[src/rtl/tap_shift_reg.sv]
module tap_shift_reg #(
  parameter int DEPTH = 32,
  localparam int AW = $clog2(DEPTH)
) (
  input  logic          clk,
  input  logic          shift_en,
  input  logic          ser_in,
  input  logic [AW-1:0] tap_sel,
  output logic          tap_q,
  output logic          cas_q
);

  logic [DEPTH-1:0] stages;

  always_ff @(posedge clk)
    if (shift_en) stages <= {stages[DEPTH-2:0], ser_in};

  assign tap_q = stages[tap_sel];
  assign cas_q = stages[DEPTH-1];

  AST_HOLD_WHEN_IDLE: assert property (@(posedge clk)
    !shift_en |=> (stages === $past(stages)));
  AST_SHIFT_IN: assert property (@(posedge clk)
    shift_en |=> (stages[0] === $past(ser_in)));
  AST_SHIFT_MOVE: assert property (@(posedge clk)
    shift_en |=> (stages[DEPTH-1:1] === $past(stages[DEPTH-2:0])));
  AST_CASCADE_DEEPEST: assert property (@(posedge clk)
    shift_en |=> (cas_q === $past(stages[DEPTH-2])));

endmodule

[config.mk]
export PLATFORM = sky130hd
export DESIGN_NAME = tap_shift_reg
export DESIGN_NICKNAME = d
export VERILOG_FILES = /design/src/rtl/tap_shift_reg.sv
export SDC_FILE = /design/constraint.sdc
export NUM_CORES = 1
export LEC_CHECK = 0
export ABC_AREA = 1
export BUFFER_PORTS_ARGS = -buffer_cell sky130_fd_sc_hd__buf_2
export CAP_MARGIN = 20
export CORE_ASPECT_RATIO = 1.2
export CORE_UTILIZATION = 57
export DETAILED_ROUTE_END_ITERATION = 10
export PLACE_DENSITY = 0.8
export SYNTH_ARGS = -nofsm -noshare
export SYNTH_HDL_FRONTEND = slang
export SYNTH_SLANG_ARGS = --single-unit
[constraint.sdc]
create_clock -name clk -period 2.15 [get_ports clk]
set_clock_uncertainty 0.2 [all_clocks]
set_input_delay 0.5375 -clock clk [delete_from_list [all_inputs] [get_ports clk]]
set_output_delay 0.5375 -clock clk [all_outputs]
set_load 0.02 [all_outputs]
==> results.toml, run 1 <==
[routing]
drt-total-wl_um = 2260
via_per_inst = 5.47
routedWlPerCell_um = 14.3
drt_first_iter_violations = 30
first_pass_iters = 4
vias = 865
antenna_left = 0
drc = 0

[global_route]
grt_pass1_vias = 781
grt_max_degree = 18
grtUsageTotal_pct = 21.5
grt_pass1_wl_um = 3450
antenna_found_initial = 0
grt-ovfl-total = 0

[die]
fp.dieW_um = 46.2
die-area_um2 = 2540
dieHeight_um = 55.0
pin_count = 10
coreArea_um2 = 2140
initial_utilization_pct = 62.5
fp-row-count = 18

[power]
power_density_nw_per_um2 = 781
p_leak_nw = 0.606
vdd_ir_drop_max_v = 0.000485
p_total_mw = 1.18

[finish]
top_register = "stages"
synthToLayoutAreaGrowth_pct = 12.7
largest_reg_flops = 32
utilization_pct = 70.4
insertedDiodeCount = 0
fin_area_um2 = 1510
drive_above_1_share_pct = 21.1
reg_top3 = "stages: 32 flops"
fin_nets = 135

[synthesis]
syn_inst = 110
syn-cell-area_um2 = 1340
ys_seq_area_share_pct = 71.9
syn_area_per_cell_um2 = 12.1
synth_fp_nets = 118
synth-seq-cells = 32
yosysWarnings = 0
synth_cell_types = 10

[clock_network]
htreeDepth = 2
numCtsBuffers = 5
clk_pin_slew_ps = 100
cts_tree = "built"
cts_buffer_depth = 2
clockRootBuffer = "clkbuf_4"
cts.sinks = 32
cts_hold_buf = 0
clkLatencyLatePin_ps = 340

[outcome]
status = "complete, but fails checks"
violations = "negative setup slack"

[placed_design]
dp_slack_ps = -78.9
place.gp.congestion = 0.897
place_area_um2 = 1430
hpwl_um = 1490
port_buffers = 9

[worst_setup_path]
cp-start-kind = "flip-flop"
crit_required_ps = 1410
cp-end-kind = "output pin"
crit_type = "flip-flop to output pin"
cpPeakStageDelay_ps = 450
slowest_stage = "edfxtp_1"
path_max_fanout = 2
crit_top_cell = "nand2_1"
crit_buf_inv = 1
cp_top_family = "simple AND/OR/NAND/NOR gates"
crit_arrival_ps = 1430
cp_cell_sequence = "nand2_1 > nand3_1 > nand3_1 > nand2_1 > nand2_1 > nand2_1 > nand2_1 > nand2_1 > buf_6"

[timing]
drv_slew = 0
hold_viol_final = 0
rsz0062_at_grt = "true"
worst-slew-pin-transition_ps = 406
setup_viol = 1
clock.fmax_mhz = 461
fin_ws_ps = -18.6
fin_crit_ps = 2170
relSlewSlack_pct = 72.9
post-route-period-util_pct = 101

[flow_run]
drv_cap = 0

[min_path]
hp-class = "primary input to flip-flop"
==> path summary, 6_finish.rpt <==
| check | from | endpoint | slack [ps] | cells past startpoint |
|---|---|---|---|---|
| max reg2reg | stages[16] | stages[17] | 1150 | 1 |
| max | stages[23] | tap_q | -20 | 9 |
| min reg2reg | stages[3] | stages[4] | 260 | 0 |
| min | ser_in | stages[0] | 170 | 1 |
==> cells in the final DEF (no fill, tap or decap) <==
cell / netlist / final
nand3_1: 24 / 24
buf_12: 1 / 2
inv_1: 3 / 3
clkbuf_1: 0 / 2
buf_2: 1 / 6
inv_4: 0 / 1
edfxtp_1: 32 / 32
inv_8: 0 / 1
buf_4: 0 / 3
clkbuf_4: 0 / 5
nand2_1: 39 / 39
clkinv_1: 0 / 1
nand2_2: 6 / 6
buf_6: 2 / 3
==> final cells by class <==
cell class | count | area, um^2
clock buffers | 7 | 45.0
clock inverters | 1 | 3.75
fillers | 153 | 633
inverters | 5 | 28.8
multi-input cells | 69 | 304
flip-flops and latches | 32 | 961
well taps | 30 | 37.5
repair buffers | 14 | 126
==> layer usage <==
metal	up-vias	routed length [um]	track usage [%]
met5	-	0	0
met4	0	98	16.2
met3	10	142	10.4
met2	33	1090	31.5
met1	411	932	24.1
li1	411	-	-
==> synthesized netlist by cell type <==
cell | n | area [um^2]
nand3_1 | 24 | 120
inv_2 | 1 | 3.75
nand2_2 | 6 | 37.5
inv_6 | 1 | 8.76
edfxtp_1 | 32 | 961
nand2_1 | 39 | 146
buf_2 | 1 | 5.00
buf_6 | 2 | 22.5
inv_1 | 3 | 11.3
buf_12 | 1 | 20.0
==> cells by family after synthesis <==
kind of cell	after synthesis	share of synthesized area, %
DFF	32	71.9
and+or+nand+nor	69	22.8
buffers and inverters	9	5.34
==> where the power goes <==
part,internal (mW),switching [mW]
clock network,0.125,0.195
logic,0.0460,0.0638
registers,0.727,0.0194
==> timing repair <==
action / CTS / global route
pin swaps: 3 / 4
resized for setup: 8 / 0
endpoints found under the hold margin: 0 / 0
buffers inserted: 0 / 1
endpoints found under the setup margin: 1 / 1
==> per-stage QoR <==
step / hold slack, ps / TNS, ps / cells
6_report: 172 / -18.6 / 158
3_5_place_dp: 234 / -78.9 / 149
4_1_cts: 160 / 0 / 157
3_3_place_gp: 235 / -64.3 / 149
5_1_grt: 149 / -91.4 / 158
2_1_floorplan: 226 / 0 / 110
Power figures use the tool's default switching activity.
==> run 2, diff against run 1 <==
--- a/config.mk
+++ b/config.mk
@@ -11,7 +11,8 @@
 export CORE_ASPECT_RATIO = 1.2
 export CORE_UTILIZATION = 57
 export DETAILED_ROUTE_END_ITERATION = 10
-export PLACE_DENSITY = 0.8
+export PLACE_DENSITY_LB_ADDON = 0.2
+export REMOVE_ABC_BUFFERS = 1
 export SYNTH_ARGS = -nofsm -noshare
 export SYNTH_HDL_FRONTEND = slang
 export SYNTH_SLANG_ARGS = --single-unit
==> results.toml, run 2 (synthesized netlist as in run 1, its figures left out) <==
[power]
netSwitchingFraction_pct = 23.4
p_switching_mw = 0.276
p_comb_share_pct = 11.2
p_int_mw = 0.903
p_leak_nw = 0.659
seqPwrFrac_pct = 63.3
clockPowerShare_pct = 25.4
vdd_ir_drop_max_v = 0.000490
power_density_nw_per_um2 = 731

[global_route]
grtUsageTotal_pct = 22.1
grt-ovfl-total = 0
grt_pass1_wl_um = 3700
antenna_found_initial = 0
grt_max_degree = 19
grt_pass1_vias = 854

[finish]
final-seq-area_um2 = 961
drive_above_1_share_pct = 29.6
multi_input_area_um2 = 319
fillCellCount = 143
fin_nets = 143
fin_area_um2 = 1610
reg_top3 = "stages: 32 flops"
top_register = "stages"
final_cell_mix = "35 x nand2_1, 32 x edfxtp_1, 23 x nand3_1, 10 x nand2_2, 8 x buf_4"
final_common_cell = "nand2_1"
largest_reg_flops = 32
insertedDiodeCount = 0
synthToLayoutAreaGrowth_pct = 20.7

[clock_network]
numCtsBuffers = 5
clkLatencyLatePin_ps = 330
cts_buffer_depth = 2
htreeDepth = 2
clk_pin_slew_ps = 90
clockRootBuffer = "clkbuf_4"
cts.sinks = 32
cts_tree = "built"

[routing]
antenna_left = 0
drt_first_iter_violations = 31
routedWlPerCell_um = 13.9
drt-total-wl_um = 2290
via_per_inst = 5.33
vias = 879
first_pass_iters = 4
drc = 0

[die]
fp.dieW_um = 46.2
initial_utilization_pct = 62.5
fp-row-count = 18
pin_count = 10
coreArea_um2 = 2140
die-area_um2 = 2540
dieHeight_um = 55.0

[placed_design]
hpwl_um = 1470
dp_slack_ps = -56.8
place_area_um2 = 1440
place.gp.congestion = 0.784
port_buffers = 9

[timing]
hold_viol_final = 0
relSlewSlack_pct = 75.7
worst-slew-pin-transition_ps = 365
clock.fmax_mhz = 463
rsz0062_at_grt = "true"
fin_ws_ps = -9.57
post-route-period-util_pct = 100
setup_viol = 1
drv_slew = 0
fin_crit_ps = 2160

[outcome]
status = "complete, but fails checks"
violations = "negative setup slack"

[flow_run]
drv_cap = 0

[worst_setup_path]
cp-end-kind = "output pin"
cp-start-kind = "primary input"
path_max_fanout = 6
crit_arrival_ps = 1420
crit_required_ps = 1410
crit_type = "primary input to output pin"

[min_path]
hp-class = "primary input to flip-flop"
[run 2: cell count changes in the layout (fill, tap and decap cells not counted), sizes merged]
cell,before,now
clkinv,1,3
clkbuf,7,6
buf,14,20
[run 2: final cells by class]
cell class                 count  area share, %
clock buffer                   5           2.33
clock inverter                 2          0.465
inverter                       5           2.09
multi-input combinational     69           19.8
sequential                    32           59.6
tap                           30           2.33
timing repair buffer          21           12.9
timing repair inverter         1          0.543
[run 2: path summary, 6_finish.rpt]
path	cells after the start	slack (ps)	endpoint	startpoint
worst min-delay path	1	180	stages[0]	ser_in
worst min register to register	0	250	stages[28]	stages[27]
worst max register to register	1	1150	stages[8]	stages[7]
worst max-delay path	11	-10	tap_q	tap_sel[0]
[run 2: power groups by stage]
stage | clock network, mW | registers (mW) | logic (mW)
floorplan | 0 | 0.754 | 0.0500
global placement | 0 | 0.759 | 0.102
detailed placement | 0 | 0.760 | 0.103
CTS | 0.304 | 0.747 | 0.118
global route | 0.330 | 0.750 | 0.147
finish | 0.300 | 0.747 | 0.133
[run 2: routing by layer]
metal	track usage, %	routed length, um	vias up
met2	33.3	1050	24
li1	-	-	430
met4	11.3	74	0
met3	8.12	93	9
met5	0	0	-
met1	27.9	1080	416
[run 2: worst max-delay path, stage by stage]
cell	delay, ps
buf_12	130
buf_12	130
nand2_1	50
nand3_1	80
nand3_1	90
nand2_1	70
nand2_1	60
nand2_1	40
nand2_1	50
nand2_1	60
buf_6	130
[run 2: what timing repair did]
action | in CTS | in global routing
hold buffers | 0 | 0
gates resized for setup | 8 | 9
pin swaps | 7 | 10
cloned | 1 | 1
endpoints found under the setup margin | 1 | 1
setup buffers | 1 | 4
[run 2: stage by stage]
| step | util [%] | hold WS [ps] | power [mW] | instances | setup TNS (ps) |
|---|---|---|---|---|---|
| after CTS | 72.0 | 176 | 1.17 | 160 | 0 |
| after detailed placement | 67.4 | 233 | 0.863 | 151 | -56.8 |
| after global placement | 67.4 | 233 | 0.861 | 151 | -38.5 |
| final | 75.4 | 184 | 1.18 | 165 | -9.57 |
| after floorplan | - | 226 | 0.804 | 106 | 0 |
| after global routing | 75.4 | 164 | 1.23 | 165 | -75.5 |
